--- config.mk ---
export PLATFORM = sky130hd
export DESIGN_NAME = rst_cause_reg
export DESIGN_NICKNAME = d
export VERILOG_FILES = /design/src/rtl/rsc_pkg.sv /design/src/rtl/rsc_rst_sync.sv /design/src/rtl/rsc_reg_bits.sv /design/src/rtl/rst_cause_reg.sv
export SDC_FILE = /design/constraint.sdc
export NUM_CORES = 1
export LEC_CHECK = 0
export ABC_CLOCK_PERIOD_IN_PS = 1000
export BUFFER_PORTS_ARGS = -buffer_cell sky130_fd_sc_hd__buf_2
export CAP_MARGIN = 20
export CORE_UTILIZATION = 41
export CTS_CLUSTER_SIZE = 8
export DETAILED_ROUTE_END_ITERATION = 8
export PLACE_DENSITY = 0.72
export SLEW_MARGIN = 0
export SYNTH_ARGS = -nofsm -noshare
export SYNTH_HDL_FRONTEND = slang
export SYNTH_SLANG_ARGS = --single-unit
--- constraint.sdc ---
create_clock -name clk -period 1 [get_ports clk]
set_clock_uncertainty 0.05 [all_clocks]
set_input_delay 0 -clock clk [delete_from_list [all_inputs] [get_ports clk]]
set_output_delay 0 -clock clk [all_outputs]
set_load 0.02 [all_outputs]
--- src/rtl/rsc_pkg.sv ---
package rsc_pkg;
  // Default geometry of the reset-cause register
  localparam int unsigned DEF_ADDR_W   = 8;
  localparam int unsigned DEF_DATA_W   = 8;
  localparam int unsigned DEF_FLAG_BIT = 4;
  localparam int unsigned DEF_SYNC     = 2;

  // Per-bit reset domain selection
  typedef enum logic {
    DOM_WARM = 1'b0,
    DOM_COLD = 1'b1
  } rsc_dom_e;
endpackage

--- src/rtl/rsc_rst_sync.sv ---
// Asynchronous assert, synchronous release of an active-low reset.
module rsc_rst_sync #(
  parameter int unsigned STAGES = 2
) (
  input  logic clk,
  input  logic rst_in_n,
  output logic rst_out_n
);
  logic [STAGES-1:0] sr_q;
  logic [STAGES-1:0] sr_d;

  always_comb begin
    sr_d = {sr_q[STAGES-2:0], 1'b1};
  end

  always_ff @(posedge clk or negedge rst_in_n) begin
    if (!rst_in_n) sr_q <= '0;
    else           sr_q <= sr_d;
  end

  assign rst_out_n = sr_q[STAGES-1];
endmodule

--- src/rtl/rsc_reg_bits.sv ---
// Storage byte: one cold-domain clear-only flag, the rest warm-domain plain bits.
module rsc_reg_bits
  import rsc_pkg::*;
#(
  parameter int unsigned DATA_W   = DEF_DATA_W,
  parameter int unsigned FLAG_BIT = DEF_FLAG_BIT
) (
  input  logic              clk,
  input  logic              cold_ok,
  input  logic              warm_ok,
  input  logic              wr_en,
  input  logic [DATA_W-1:0] wd,
  output logic [DATA_W-1:0] q
);
  for (genvar i = 0; i < DATA_W; i++) begin : g_bit
    localparam rsc_dom_e DOM = (i == FLAG_BIT) ? DOM_COLD : DOM_WARM;
    logic bit_q;
    logic bit_d;

    if (DOM == DOM_COLD) begin : g_flag
      // Set by power-on reset; only a written 0 can change it, and only
      // while the warm domain is out of reset.
      always_comb begin
        bit_d = bit_q;
        if (wr_en && warm_ok && !wd[i]) bit_d = 1'b0;
      end
      always_ff @(posedge clk or negedge cold_ok) begin
        if (!cold_ok) bit_q <= 1'b1;
        else          bit_q <= bit_d;
      end
    end else begin : g_plain
      always_comb begin
        bit_d = bit_q;
        if (wr_en) bit_d = wd[i];
      end
      always_ff @(posedge clk or negedge warm_ok) begin
        if (!warm_ok) bit_q <= 1'b0;
        else          bit_q <= bit_d;
      end
    end

    assign q[i] = bit_q;
  end
endmodule

--- src/rtl/rst_cause_reg.sv ---
module rst_cause_reg
  import rsc_pkg::*;
#(
  parameter int unsigned ADDR_W      = DEF_ADDR_W,
  parameter int unsigned DATA_W      = DEF_DATA_W,
  parameter logic [ADDR_W-1:0] REG_ADDR = 'h87,
  parameter int unsigned FLAG_BIT    = DEF_FLAG_BIT,
  parameter int unsigned SYNC_STAGES = DEF_SYNC
) (
  input  logic              clk,
  input  logic              cold_rst_n,
  input  logic              warm_rst_n,
  input  logic [ADDR_W-1:0] sfr_addr,
  input  logic              sfr_wr,
  input  logic [DATA_W-1:0] sfr_wdata,
  output logic [DATA_W-1:0] sfr_rdata,
  output logic              sfr_rsel
);
  logic              cold_ok;
  logic              warm_ok;
  logic              warm_src_n;
  logic              addr_hit;
  logic              wr_en;
  logic [DATA_W-1:0] reg_q;

  // Warm domain is held in reset by either raw source.
  assign warm_src_n = cold_rst_n & warm_rst_n;

  rsc_rst_sync #(.STAGES(SYNC_STAGES)) u_cold_sync (
    .clk       (clk),
    .rst_in_n  (cold_rst_n),
    .rst_out_n (cold_ok)
  );

  rsc_rst_sync #(.STAGES(SYNC_STAGES)) u_warm_sync (
    .clk       (clk),
    .rst_in_n  (warm_src_n),
    .rst_out_n (warm_ok)
  );

  assign addr_hit = (sfr_addr == REG_ADDR);
  assign wr_en    = sfr_wr & addr_hit;

  rsc_reg_bits #(.DATA_W(DATA_W), .FLAG_BIT(FLAG_BIT)) u_bits (
    .clk     (clk),
    .cold_ok (cold_ok),
    .warm_ok (warm_ok),
    .wr_en   (wr_en),
    .wd      (sfr_wdata),
    .q       (reg_q)
  );

  always_comb begin
    sfr_rdata = '0;
    if (addr_hit) sfr_rdata = reg_q;
  end
  assign sfr_rsel = addr_hit;
endmodule

==> impl_metrics.env, run 1 <==
export IMPL_drive_above_1_share_pct=64.37
export IMPL_grt_pass1_vias=411
export IMPL_hpwlAfterDp_um=684.8
export IMPL_antenna_cells=0
export IMPL_die_y_um=38.02
export IMPL_grt_pass1_wl_um=1614
export IMPL_drv_cap=0
export IMPL_netlist_instances=38
export IMPL_die_area_um2=1445
export IMPL_finalCritPeriodShare_pct=114.4
export IMPL_worstSetupEndpointType="flip-flop"
export IMPL_critPathLaunchType="input port"
export IMPL_critPathKind="input port to flip-flop"
export IMPL_critical_path_slowest_cell="or4_4"
export IMPL_clock_fmax_ghz=0.8744
export IMPL_required_ns=1.10
export IMPL_drt_total_wl_um=1083
export IMPL_yosys_top_cells_area="dfrtp_1 (52%), mux2_4 (20%), and2_1 (11%)"
export IMPL_path_buf_inv=1
export IMPL_fin_util_pct=83.66
export IMPL_rsz0062_at_grt="true"
export IMPL_multi_input_area_um2=249.0
export IMPL_seqCellArea_um2=301.5
export IMPL_violations="setup timing"
export IMPL_async_flop_share_pct=100.0
export IMPL_r2r_start="u_bits.g_bit[7].bit_q"
export IMPL_rrSetupSlack_ns=0.20
export IMPL_clockRootBuffer="clkbuf_4"
export IMPL_ir_worst_vdd_uv=636.4
export IMPL_grt_usage_pct=17.02
export IMPL_ioPinCount=29
export IMPL_clk_latency_ns=0.26
export IMPL_dp_cells=85
export IMPL_synth_top_area_cell="dfrtp_1"
export IMPL_synth_most_common_cell="dfrtp_1"
export IMPL_port_buffers=28
export IMPL_fillers=61
export IMPL_syn_avg_cell_area_um2=13.99
export IMPL_synth_seq_cells=12
export IMPL_finalSetupViolCount=16
export IMPL_stdcell_count=101
export IMPL_reg2reg_to="u_bits.g_bit[7].bit_q"
export IMPL_numCtsBuffers=3
export IMPL_seq_area_frac_synth_pct=56.71
export IMPL_path_max_fanout=8
export IMPL_antenna_found_initial=0
export IMPL_start_util_pct=46.00
export IMPL_synth_edf_count=0
export IMPL_vias_per_cell=4.406
export IMPL_antenna_left=0
export IMPL_power_density_nw_per_um2=971.2
export IMPL_reg2reg_depth=1
export IMPL_wire_per_inst_um=10.72
export IMPL_crit_family="simple AND/OR/NAND/NOR gates"
export IMPL_leakage_nw=0.5206
export IMPL_yosys_area_top_type_share_pct=51.76
export IMPL_crit_arrival_ns=1.24
export IMPL_yosys_top_cells_count="dfrtp_1 (11), and2_1 (9), mux2_4 (7)"
export IMPL_synth_ff_type="dfrtp_1"
export IMPL_rows=12
export IMPL_period_needed_ns=1.144
export IMPL_synth_distinct_cells=13
export IMPL_cts_tree="done"
export IMPL_drtIter0Drc=3
export IMPL_clk_pin_slew_ns=0.07
export IMPL_cp_cell_sequence="buf_6 -> or2_4 -> or4_4 -> mux2_4"
export IMPL_status="finished with violations"
export IMPL_finalHoldViolCount=0
export IMPL_grt_max_degree=10
export IMPL_routabilityCongestion=0.7123
export IMPL_hp_class="flip-flop to async pin"
export IMPL_clockBufferDepth=2
export IMPL_drt_pass1_iterations=2
export IMPL_vias=445
export IMPL_syn_area_um2=531.8
export IMPL_fin_nets=108
export IMPL_yosysWarnings=0
export IMPL_grt_overflow=0
export IMPL_htreeDepth=1
export IMPL_core_region_area_um2=1156
export IMPL_die_w_um=38.02
export IMPL_numClockSinks=12
export IMPL_final_max_slew_viol_count=0
export IMPL_syn2layout_area_growth_pct=81.88
export IMPL_setup_ws_ns=-0.1436
export IMPL_drc=0
export IMPL_critPathMaxStageDelay_ns=0.58
-- worst max-delay path by stage --
| stage | endpoint | cells past startpoint | startpoint | slack, ns |
|---|---|---|---|---|
| finish | u_bits.g_bit[2].bit_q | 4 | sfr_addr[5] | -0.14 |
| global route | u_bits.g_bit[6].bit_q | 4 | sfr_addr[5] | -0.15 |
| floorplan | u_bits.g_bit[0].bit_q | 4 | sfr_addr[5] | -0.32 |
| global placement | u_bits.g_bit[1].bit_q | 4 | sfr_addr[5] | -0.40 |
| CTS | u_bits.g_bit[2].bit_q | 4 | sfr_addr[5] | -0.13 |
| detailed placement | u_bits.g_bit[0].bit_q | 4 | sfr_addr[5] | -0.42 |
-- area by class of cell --
type	instances	share of cell area [%]
Multi-Input combinational cell	24	25.74
Sequential cell	12	31.18
Tap cell	14	1.811
Clock buffer	4	2.717
Inverter	2	0.7762
Timing Repair Buffer	45	37.77
-- layer usage --
layer	vias to the layer above	routed length (µm)	track usage, %
met5	-	0	0
met4	0	7	8.036
met3	2	57	6.977
met2	18	557	28.88
met1	206	460	18.29
li1	219	-	-
-- cell usage in the layout, fill, tap and decap left out, drive strengths merged, types with 2 or more instances in the layout --
cell type	netlist	final
and2	9	9
buf	1	34
clkbuf	0	4
conb	1	2
dfrtp	11	11
dlygate4sd3	0	11
inv	2	2
mux2	7	7
-- state kept, by name (all words and copies together), names as in the netlist --
signal and count:
u_warm_sync.sr_q 2, u_cold_sync.sr_q 2, u_bits.g_bit.bit_q 8
-- power breakdown --
| group | internal [mW] | switching (mW) | leakage (nW) |
|---|---|---|---|
| clock network | 0.154 | 0.141 | 0.0150 |
| logic | 0.0914 | 0.0363 | 0.351 |
| registers | 0.507 | 0.00993 | 0.155 |
| total | 0.753 | 0.187 | 0.521 |
-- logic make-up after synthesis --
logic type / Yosys count / share of synthesized area, %
AND/OR/NAND/NOR: 14 / 17.65
flip-flops: 12 / 56.71
multiplexers: 7 / 19.76
buffers and inverters: 3 / 3.530
AO/OA/AOI/OAI: 1 / 1.647
other: 1 / 0.7052
-- through the flow --
stage | instance area [µm²] | total power [mW] | TNS [ns] | setup WS (ns) | hold slack [ns]
6_report | 967.2 | 0.9393 | -1.529 | -0.1436 | 0.09993
5_1_grt | 967.2 | 0.9935 | -2.025 | -0.1505 | 0.1069
4_1_cts | 900.9 | 0.9405 | -1.419 | -0.1276 | 0.1038
3_5_place_dp | 724.4 | 0.6107 | -3.912 | -0.4170 | -0.2562
3_3_place_gp | 724.4 | 0.6086 | -3.699 | -0.4001 | -0.2587
2_1_floorplan | 540.5 | 0.5577 | -3.105 | -0.3239 | -0.3456
-- timing repair --
action / in CTS / in global routing
endpoints found under the setup margin: 16 / 17
hold buffers: 11 / 0
pin swaps: 0 / 2
resized for setup: 13 / 19
endpoints found under the hold margin: 12 / 0
cloned: 0 / 1
setup buffers: 0 / 0
Power figures use the tool's default switching activity.
==> run 2, diff against run 1 <==
--- a/config.mk
+++ b/config.mk
@@ -8,6 +8,7 @@
 export ABC_CLOCK_PERIOD_IN_PS = 1000
 export BUFFER_PORTS_ARGS = -buffer_cell sky130_fd_sc_hd__buf_2
 export CAP_MARGIN = 20
+export CORE_MARGIN = 3
 export CORE_UTILIZATION = 41
 export CTS_CLUSTER_SIZE = 8
 export DETAILED_ROUTE_END_ITERATION = 8
==> impl_metrics.env, run 2 (synthesis gave the netlist of run 1 again) <==
export IMPL_drc=0
export IMPL_period_needed_ns=1.145
export IMPL_fillers=55
export IMPL_syn2layout_area_growth_pct=86.82
export IMPL_clk_latency_ns=0.27
export IMPL_drt_total_wl_um=1397
export IMPL_vias_per_cell=4.485
export IMPL_clk_pin_slew_ns=0.07
export IMPL_start_util_pct=46.00
export IMPL_numCtsBuffers=3
export IMPL_finalPower_mw=1.044
export IMPL_crit_arrival_ns=1.25
export IMPL_clock_fmax_ghz=0.8733
export IMPL_rows=12
export IMPL_antenna_cells=0
export IMPL_wire_per_inst_um=13.83
export IMPL_rsz0062_at_grt="true"
export IMPL_layout_common_cells="buf_2 (16), buf_6 (15), dlygate4sd3_1 (11), dfrtp_1 (11), and2_4 (8)"
export IMPL_finalSetupViolCount=16
export IMPL_required_ns=1.11
export IMPL_critPathLaunchType="input port"
export IMPL_leakage_nw=0.5316
export IMPL_drive_above_1_share_pct=65.52
export IMPL_htreeDepth=1
export IMPL_regMostFlops="u_bits.g_bit.bit_q"
export IMPL_clockRootBuffer="clkbuf_4"
export IMPL_largestRegisters="u_bits.g_bit.bit_q x8, u_cold_sync.sr_q x2, u_warm_sync.sr_q x2"
export IMPL_holdWs_ns=0.08955
export IMPL_power_density_nw_per_um2=1051
export IMPL_grt_overflow=0
export IMPL_antenna_found_initial=0
export IMPL_grt_pass1_wl_um=2125
export IMPL_clockBufferDepth=2
export IMPL_ir_worst_vdd_uv=833.7
export IMPL_place_area_um2=724.4
export IMPL_final_cell_area_um2=993.5
export IMPL_routabilityCongestion=0.6612
export IMPL_worstSetupEndpointType="flip-flop"
export IMPL_path_max_fanout=8
export IMPL_drt_pass1_iterations=3
export IMPL_largest_reg_flops=8
export IMPL_port_buffers=28
export IMPL_drv_cap=0
export IMPL_cts_tree="done"
export IMPL_grt_max_degree=9
export IMPL_final_max_slew_viol_count=0
export IMPL_critPathKind="input port to flip-flop"
export IMPL_violations="setup timing"
export IMPL_numClockSinks=12
export IMPL_hp_class="input port to async pin"
export IMPL_layout_commonest_cell="buf_2"
export IMPL_finalHoldViolCount=0
export IMPL_setup_ws_ns=-0.1450
export IMPL_ioPinCount=29
export IMPL_die_w_um=42.02
export IMPL_die_area_um2=1765
export IMPL_finalCritPeriodShare_pct=114.5
export IMPL_status="finished with violations"
export IMPL_drtIter0Drc=5
export IMPL_core_region_area_um2=1156
export IMPL_grt_usage_pct=16.22
export IMPL_die_y_um=42.02
export IMPL_grt_pass1_vias=457
export IMPL_cts_setup_buffers=0
export IMPL_hpwlAfterDp_um=829
export IMPL_fin_nets=108
export IMPL_vias=453
export IMPL_antenna_left=0
[run 2: cell counts in the layout (fill, tap and decap cells not counted)]
Identical to the previous run, type by type.
[run 2: cell type report]
cell class / instances / area (µm²) / area share (%)
repair buffers: 45 / 381.6 / 38.41
flip-flops and latches: 12 / 301.5 / 30.35
well taps: 14 / 17.52 / 1.763
inverters: 2 / 7.507 / 0.7557
clock buffers: 4 / 36.28 / 3.652
multi-input cells: 24 / 249.0 / 25.06
[run 2: where the power goes]
| group | switching, mW | internal (mW) | total, mW |
|---|---|---|---|
| clock | 0.169 | 0.221 | 0.390 |
| combinational | 0.0393 | 0.0961 | 0.135 |
| sequential | 0.0124 | 0.507 | 0.519 |
| total | 0.220 | 0.824 | 1.04 |
[run 2: worst paths after layout]
| kind | startpoint | endpoint | slack, ns | cells past startpoint |
|---|---|---|---|---|
| worst max register to register | u_bits.g_bit[6].bit_q | u_bits.g_bit[6].bit_q | 0.17 | 1 |
| min in group clk | sfr_wr | u_bits.g_bit[4].bit_q | 0.20 | 4 |
| worst min register to register | u_cold_sync.sr_q[1] | u_bits.g_bit[4].bit_q | 0.12 | 0 |
| worst min-delay path | warm_rst_n | u_warm_sync.sr_q[0] | 0.09 | 3 |
| max in group asynchronous | cold_rst_n | u_cold_sync.sr_q[1] | 0.25 | 3 |
| worst max-delay path | sfr_addr[4] | u_bits.g_bit[5].bit_q | -0.15 | 4 |
[run 2: what timing repair did]
item                       4_1_cts  5_1_grt
setup endpoints to repair       16       17
gates cloned                     1        0
hold endpoints to repair        12        0
hold buffers                    11        0
pin swaps                        9        2
resized for setup               30        6
[run 2: metal layers]
layer / up-vias / GRT usage (%) / wire length, µm / share of wire, %
met1: 217 / 19.34 / 577 / 41
li1: 221 / - / - / -
met5: - / 0 / 0 / 0
met3: 0 / 6.438 / 69 / 4.9
met4: 0 / 1.863 / 0 / 0
met2: 15 / 28.40 / 749 / 54
[run 2: critical path, stage by stage]
cell and delay, ns:
buf_6 0.09, or2_4 0.24, or4_4 0.59, mux2_4 0.33
[run 2: stage by stage]
stage | TNS [ns] | util [%] | setup slack [ns] | instances
finish | -1.618 | 85.93 | -0.1450 | 101
detailed placement | -4.171 | 62.66 | -0.4340 | 85
global placement | -3.781 | 62.66 | -0.4016 | 85
CTS | -1.540 | 83.98 | -0.1379 | 101
global route | -2.026 | 85.93 | -0.1424 | 101
floorplan | -3.105 | - | -0.3239 | 39
==> run 3, diff against run 2 <==
==> constraint.sdc (replaced) <==
create_clock -name clk -period 1 [get_ports clk]
set_clock_uncertainty 0.05 [all_clocks]
set_input_delay 0.2 -clock clk [delete_from_list [all_inputs] [get_ports clk]]
set_output_delay 0.2 -clock clk [all_outputs]
set_load 0.02 [all_outputs]
==> impl_metrics.env, run 3 (synthesis gave the netlist of run 1 again) <==
export IMPL_leakage_nw=0.5088
export IMPL_reg2reg_to="u_bits.g_bit[6].bit_q"
export IMPL_cp_cell_sequence="buf_6 -> or2_4 -> buf_6 -> nor3_4 -> buf_6 -> and2_4 -> buf_6"
export IMPL_port_buffers=28
export IMPL_start_util_pct=46.00
export IMPL_grt_usage_pct=16.04
export IMPL_routabilityCongestion=0.6676
export IMPL_critPathKind="input port to primary output"
export IMPL_critical_path_slowest_cell="or2_4"
export IMPL_path_max_fanout=5
export IMPL_htreeDepth=1
export IMPL_die_w_um=42.02
export IMPL_r2r_start="u_bits.g_bit[6].bit_q"
export IMPL_fin_nets=102
export IMPL_vias_per_cell=4.547
export IMPL_worstSetupEndpointType="primary output"
export IMPL_drt_total_wl_um=1362
export IMPL_cts_tree="done"
export IMPL_drv_cap=0
export IMPL_drive_above_1_share_pct=74.07
export IMPL_fin_util_pct=80.41
export IMPL_numClockSinks=12
export IMPL_holdWs_ns=0.1112
export IMPL_syn2layout_area_growth_pct=74.82
export IMPL_grt_pass1_vias=488
export IMPL_clk_latency_ns=0.26
export IMPL_hp_class="flip-flop to async pin"
export IMPL_grt_overflow=0
export IMPL_required_ns=0.75
export IMPL_regMostFlops="u_bits.g_bit.bit_q"
export IMPL_drc=0
export IMPL_clockBufferDepth=2
export IMPL_vias=432
export IMPL_finalSetupViolCount=17
export IMPL_crit_arrival_ns=1.26
export IMPL_ir_worst_vdd_uv=749.9
export IMPL_clockRootBuffer="clkbuf_4"
export IMPL_drtIter0Drc=5
export IMPL_critPathLaunchType="input port"
export IMPL_finalCritPeriodShare_pct=151.2
export IMPL_numCtsBuffers=3
export IMPL_layout_common_cells="buf_6 (16), buf_2 (16), dfrtp_1 (11), and2_4 (8), mux2_4 (7)"
export IMPL_critPathMaxStageDelay_ns=0.24
export IMPL_die_y_um=42.02
export IMPL_final_max_slew_viol_count=0
export IMPL_clk_pin_slew_ns=0.08
export IMPL_ioPinCount=29
export IMPL_grt_pass1_wl_um=2139
export IMPL_antenna_cells=0
export IMPL_rsz0062_at_grt="true"
export IMPL_status="finished with violations"
export IMPL_largest_reg_flops=8
export IMPL_grt_max_degree=9
export IMPL_wire_per_inst_um=14.34
export IMPL_finalHoldViolCount=0
export IMPL_core_region_area_um2=1156
export IMPL_clock_fmax_ghz=0.6615
export IMPL_drt_pass1_iterations=3
export IMPL_die_area_um2=1765
export IMPL_reg2reg_depth=1
export IMPL_power_density_nw_per_um2=1085
export IMPL_period_needed_ns=1.512
export IMPL_violations="setup timing"
export IMPL_largestRegisters="u_bits.g_bit.bit_q x8, u_cold_sync.sr_q x2, u_warm_sync.sr_q x2"
export IMPL_antenna_left=0
export IMPL_antenna_found_initial=0
export IMPL_rows=12
export IMPL_hpwlAfterDp_um=892
export IMPL_setup_ws_ns=-0.5117
export IMPL_crit_path_frequent_cell="buf_6"
export IMPL_rrSetupSlack_ns=0.18
## run 3: cell count changes in the layout (fill, tap and decap cells not counted)
cell           before  now
buf_4               3    5
buf_6              15   16
dlygate4sd3_1      11    2
## run 3: metal layers
metal | track usage, % | part of all wire, % | up-vias
li1 | - | - | 208
met1 | 18.23 | 38 | 212
met2 | 29.32 | 57 | 12
met3 | 4.721 | 5.0 | 0
met4 | 3.727 | 0 | 0
met5 | 0 | 0 | -
## run 3: critical path, delay by kind of cell
kind	cells	cell delay, ns
buf+inv	4	0.47
simple gates	3	0.59
## run 3: layout make-up
type / count / area (µm²)
Sequential cell: 12 / 301.5
Inverter: 2 / 7.507
Timing Repair Buffer: 39 / 317.8
Fill cell: 72 / 226.5
Clock buffer: 4 / 36.28
Tap cell: 14 / 17.52
Multi-Input combinational cell: 24 / 249.0
## run 3: worst max path at each step
| stage | startpoint | end | slack, ns | depth (start not counted) |
|---|---|---|---|---|
| floorplan | sfr_addr[5] | u_bits.g_bit[0].bit_q | -0.52 | 4 |
| detailed placement | sfr_addr[5] | u_bits.g_bit[6].bit_q | -0.63 | 4 |
| global route | sfr_addr[4] | sfr_rdata[5] | -0.54 | 7 |
| finish | sfr_addr[4] | sfr_rdata[6] | -0.51 | 7 |
| CTS | sfr_addr[6] | sfr_rdata[2] | -0.50 | 7 |
| global placement | sfr_addr[5] | u_bits.g_bit[6].bit_q | -0.60 | 4 |
## run 3: timing repair
item                       CTS  global route
setup endpoints to repair   17            17
pin swaps                    9             4
hold buffers                 2             0
cloned                       1             0
hold endpoints to repair     4             0
resized for setup           31             6
buffers inserted             1             2
## run 3: metrics by stage
step / setup WS [ns] / instances / setup TNS, ns / instance area [µm²] / total power [mW]
3_3_place_gp: -0.6013 / 85 / -8.911 / 724.4 / 0.6090
5_1_grt: -0.5427 / 95 / -8.381 / 929.6 / 1.058
2_1_floorplan: -0.5239 / 39 / -8.059 / 540.5 / 0.5577
3_5_place_dp: -0.6252 / 85 / -9.262 / 724.4 / 0.6129
6_report: -0.5117 / 95 / -7.968 / 929.6 / 1.009
4_1_cts: -0.4966 / 93 / -7.079 / 888.4 / 1.005
## run 3: where the power goes
part | switching [mW] | internal [mW]
sequential | 0.0119 | 0.507
clock | 0.157 | 0.221
combinational | 0.0352 | 0.0770
